[src/rtl/hazard_pkg.sv]
package hazard_pkg;

    // One cycle of pipeline steering
    typedef struct packed {
        logic pc_we;
        logic ifid_we;
        logic ifid_flush;
        logic idex_bubble;
    } hz_ctl_t;

    localparam hz_ctl_t CTL_RUN = '{pc_we: 1'b1, ifid_we: 1'b1, ifid_flush: 1'b0, idex_bubble: 1'b0};
    localparam hz_ctl_t CTL_LU  = '{pc_we: 1'b0, ifid_we: 1'b0, ifid_flush: 1'b0, idex_bubble: 1'b1};
    localparam hz_ctl_t CTL_BR  = '{pc_we: 1'b0, ifid_we: 1'b1, ifid_flush: 1'b1, idex_bubble: 1'b0};

    localparam int unsigned NUM_SRC = 2;

endpackage

[src/rtl/hz_src_match.sv]
module hz_src_match #(
    parameter int unsigned REG_W = 5
) (
    input  logic             src_use_i,
    input  logic [REG_W-1:0] src_i,
    input  logic             ld_i,
    input  logic [REG_W-1:0] ld_rd_i,
    output logic             hit_o
);
    logic rd_live;

    always_comb begin
        rd_live = ld_i && (ld_rd_i != '0);
        hit_o   = rd_live && src_use_i && (src_i == ld_rd_i);
    end
endmodule

[src/rtl/hz_load_use.sv]
module hz_load_use
    import hazard_pkg::*;
#(
    parameter int unsigned REG_W = 5
) (
    input  logic                     valid_i,
    input  logic [NUM_SRC-1:0]       use_i,
    input  logic [NUM_SRC-1:0][REG_W-1:0] src_i,
    input  logic                     ld_i,
    input  logic [REG_W-1:0]         ld_rd_i,
    output logic                     hazard_o
);
    logic [NUM_SRC-1:0] hit;

    for (genvar g = 0; g < NUM_SRC; g++) begin : g_src
        hz_src_match #(.REG_W(REG_W)) u_match (
            .src_use_i (use_i[g]),
            .src_i     (src_i[g]),
            .ld_i      (ld_i),
            .ld_rd_i   (ld_rd_i),
            .hit_o     (hit[g])
        );
    end

    always_comb begin
        hazard_o = valid_i && (|hit);
    end
endmodule

[src/rtl/hazard_interlock.sv]
module hazard_interlock
    import hazard_pkg::*;
#(
    parameter int unsigned REG_W      = 5,
    parameter int unsigned BR_BUBBLES = 2
) (
    input  logic             clk_i,
    input  logic             rst_ni,
    input  logic             id_valid_i,
    input  logic             id_rs_use_i,
    input  logic [REG_W-1:0] id_rs_i,
    input  logic             id_rt_use_i,
    input  logic [REG_W-1:0] id_rt_i,
    input  logic             id_branch_i,
    input  logic             ex_mem_read_i,
    input  logic [REG_W-1:0] ex_rd_i,
    output logic             pc_we_o,
    output logic             ifid_we_o,
    output logic             ifid_flush_o,
    output logic             idex_bubble_o
);
    localparam int unsigned CNT_W = $clog2(BR_BUBBLES + 1);
    localparam logic [CNT_W-1:0] WIN_RELOAD = CNT_W'(BR_BUBBLES - 1);

    typedef struct packed {
        logic [CNT_W-1:0] win_left;
    } state_t;

    state_t  st_d, st_q;
    hz_ctl_t ctl_d;

    logic [NUM_SRC-1:0]            src_use;
    logic [NUM_SRC-1:0][REG_W-1:0] src_reg;
    logic                          lu_hazard;
    logic                          win_busy;

    always_comb begin
        src_use = {id_rt_use_i, id_rs_use_i};
        src_reg = {id_rt_i, id_rs_i};
    end

    hz_load_use #(.REG_W(REG_W)) u_lu (
        .valid_i  (id_valid_i),
        .use_i    (src_use),
        .src_i    (src_reg),
        .ld_i     (ex_mem_read_i),
        .ld_rd_i  (ex_rd_i),
        .hazard_o (lu_hazard)
    );

    always_comb begin
        st_d     = st_q;
        ctl_d    = CTL_RUN;
        win_busy = (st_q.win_left != '0);
        if (win_busy) begin
            // decode holds a squashed slot: its fields do not matter
            ctl_d         = CTL_BR;
            st_d.win_left = st_q.win_left - 1'b1;
        end else if (lu_hazard) begin
            // load-use wins; a branch in decode waits one cycle
            ctl_d = CTL_LU;
        end else if (id_valid_i && id_branch_i) begin
            ctl_d         = CTL_BR;
            st_d.win_left = WIN_RELOAD;
        end
    end

    always_ff @(posedge clk_i or negedge rst_ni) begin
        if (!rst_ni) begin
            st_q <= '0;
        end else begin
            st_q <= st_d;
        end
    end

    always_comb begin
        pc_we_o       = ctl_d.pc_we;
        ifid_we_o     = ctl_d.ifid_we;
        ifid_flush_o  = ctl_d.ifid_flush;
        idex_bubble_o = ctl_d.idex_bubble;
    end
endmodule

[config.mk]
export PLATFORM = sky130hd
export DESIGN_NAME = hazard_interlock
export DESIGN_NICKNAME = d
export VERILOG_FILES = /design/src/rtl/hazard_pkg.sv /design/src/rtl/hz_src_match.sv /design/src/rtl/hz_load_use.sv /design/src/rtl/hazard_interlock.sv
export SDC_FILE = /design/constraint.sdc
export NUM_CORES = 1
export LEC_CHECK = 0
export BUFFER_PORTS_ARGS = -buffer_cell sky130_fd_sc_hd__buf_2
export CORE_AREA = 2 2 39 41
export CTS_CLUSTER_SIZE = 10
export DETAILED_ROUTE_END_ITERATION = 10
export DIE_AREA = 0 0 41 43
export PLACE_DENSITY = 0.51
export REMOVE_ABC_BUFFERS = 1
export SLEW_MARGIN = 20
export SYNTH_ARGS = -nofsm -noshare
export SYNTH_HDL_FRONTEND = slang
export SYNTH_HIERARCHICAL = 1
export SYNTH_SLANG_ARGS = --single-unit
[constraint.sdc]
create_clock -name clk_i -period 1.2 [get_ports clk_i]
set_clock_uncertainty 0.1 [all_clocks]
set_input_delay 0.18 -clock clk_i [delete_from_list [all_inputs] [get_ports clk_i]]
set_output_delay 0.18 -clock clk_i [all_outputs]
set_load 0.005 [all_outputs]
==> metrics.txt <==
status=finished with violations; violated checks=setup timing; GR Overflow Total=0; clock sink count=2; RSZ-0062 raised after global routing=yes; Syn Area/Cell=8.41 um^2; CTS tree=built; R2R Setup Slk=280 ps; num ports=26; average vias per placed instance=4.40; leading cell type in the layout, fill and taps excluded=buf_2; Slew headroom=82.0%; core area=1380 um^2; layout cells sized above 1=75.4%; Iter 0 DRT Violations=0; Max-Cap Viols=0; critical path peak fanout=4; cell internal pwr=0.284 mW; DP HPWL=618 um; nets=93; Worst EP arrival=1400 ps; number of flip-flops in the largest register=2; sequential area share after synthesis=18.6%; reg2reg end=st_q[0]; Die X=41 um; CP startpoint=ex_rd_i[1]; GRT Overall Usage=10.2%; Antenna diodes=0; vias=374; Synth Register Bits=2; Worst Setup Slack, final=-477 ps; Clock Path Buffers=2; CTS H-tree depth=1; Setup violations, final=5; synth warn=6; fin. max-slew vios=0; largest net degree at the start of global routing=6; placed instance area=452 um^2; reg2reg start=st_q[0]; initial antenna violation count=0; min cycle time layout=1680 ps; critical path class=in -> out; CP required=920 ps; combinational share of power=43.8%; Die Ht=43 um; clock slew at reported path FFs=30 ps; # DRC=0; Yosys cell types=16; multi-input logic area=312 um^2; Sequential Power Share=18.8%; DRT Wirelength=840 um; number of routed nets with antenna violations=0; CTS buffer count=3; Top Registers=st_q (2); Hold Path Class=in -> async; die area=1760 um^2; Startpoint Class=input pin; VDD IR max=0.418 mV; Sw Ratio=27.2%; Worst Reg-to-Reg Cells=2; commonest non-fill, non-tap cells in the layout=21 x buf_2, 6 x buf_4, 6 x xnor2_2; period utilization=140%; power share of the clock group=37.4%; PortBufs=25; First-pass DRT Iterations=1; P_sw=0.106 mW; Clk Latency, worst-skew pair=220 ps; LEAKAGE=0.300 nW; CTS Root Cell=clkbuf_4; Cell Area, Synth=269 um^2; Worst Setup End Kind=output pin; Area Growth Syn to Fin=139%; Cell Rows=14; Post-Synthesis Cells=32; register area=50.0 um^2; placer congestion estimate=0.661; endpoints failing hold=0; Initial Util=19.4%; Largest Register=st_q; maximum clock rate=0.596 GHz; fill count=142; final setup TNS=-1830 ps; post-route cell area=643 um^2; first-pass GRT wire length=1280 um; vias in the first global route=370; Worst-Margin Slew=270 ps; WL/cell=9.88 um; pwr dens=606 nW/um^2
[how the worst max path moves through the flow]
stage,end,cells after the start,slack [ps]
2_1_floorplan,pc_we_o,5,-170
3_3_place_gp,pc_we_o,7,-530
3_5_place_dp,pc_we_o,7,-510
4_1_cts,pc_we_o,7,-490
5_1_grt,pc_we_o,7,-550
6_report,idex_bubble_o,8,-480
[synthesized netlist by cell type]
| cell | instances | area share, % |
|---|---|---|
| nor4_1 | 2 | 4.7 |
| o21a_1 | 1 | 2.8 |
| a2111oi_2 | 1 | 5.6 |
| dfrtp_1 | 2 | 19 |
| nand2_1 | 2 | 2.8 |
| o2111ai_1 | 2 | 6.5 |
| o21ai_0 | 3 | 5.6 |
| nand2b_1 | 1 | 2.3 |
| and2_1 | 1 | 2.3 |
| and2_2 | 1 | 2.8 |
| nor3b_2 | 2 | 9.3 |
| xnor2_1 | 8 | 26 |
| o31ai_1 | 1 | 2.8 |
| nor2_1 | 1 | 1.4 |
| nand3_1 | 2 | 3.7 |
| inv_1 | 2 | 2.8 |
[cell type report]
type / count / area share (%)
multi-input combinational: 28 / 48.4
inverter: 2 / 1.17
tap: 16 / 3.11
timing repair buffer: 34 / 36.0
clock buffer: 3 / 3.50
sequential: 2 / 7.78
[metal layers]
layer	vias up	track usage (%)	part of all wire (%)	routed length, um
met5	-	0	0	0
li1	192	-	-	-
met4	0	4.00	0	0
met3	0	2.09	6.5	55
met2	12	17.8	61	513
met1	170	11.0	32	271
[metrics by stage]
stage                     util, %  total power [mW]  hold WS (ps)  setup slack [ps]  std cells
final                        46.5             0.390           173              -477         85
after global routing         46.5             0.418           178              -546         85
after CTS                    42.5             0.382           165              -492         84
after detailed placement     32.6             0.189          -133              -514         78
after global placement       32.6             0.189          -135              -533         78
after floorplan                 -             0.119          -216              -172         32
[power groups by stage]
stage	clock [mW]	sequential, mW	combinational [mW]
floorplan	0	0.0726	0.0465
global placement	0	0.0730	0.116
detailed placement	0	0.0729	0.116
CTS	0.155	0.0725	0.154
global route	0.160	0.0738	0.184
finish	0.146	0.0734	0.171
[worst max-delay path, stage by stage]
cell,delay (ps)
buf_8,110
nor4_4,250
o21ai_1,90
nor3b_2,150
o21a_2,230
buf_4,140
and2_1,140
buf_2,120
[repair_timing]
action / CTS / global route
endpoints found under the setup margin: 5 / 5
hold endpoints to repair: 2 / 0
resized for setup: 19 / 10
buffers inserted: 2 / 1
hold buffers: 1 / 0
pin swaps: 10 / 7
[logic make-up after synthesis]
family | count (synthesis) | share of synthesized area [%]
AND/OR/NAND/NOR | 12 | 29.3
flip-flops | 2 | 18.6
buffers and inverters | 2 | 2.79
AO/OA/AOI/OAI | 8 | 23.3
XOR/XNOR | 8 | 26.0
Power figures use the tool's default switching activity.
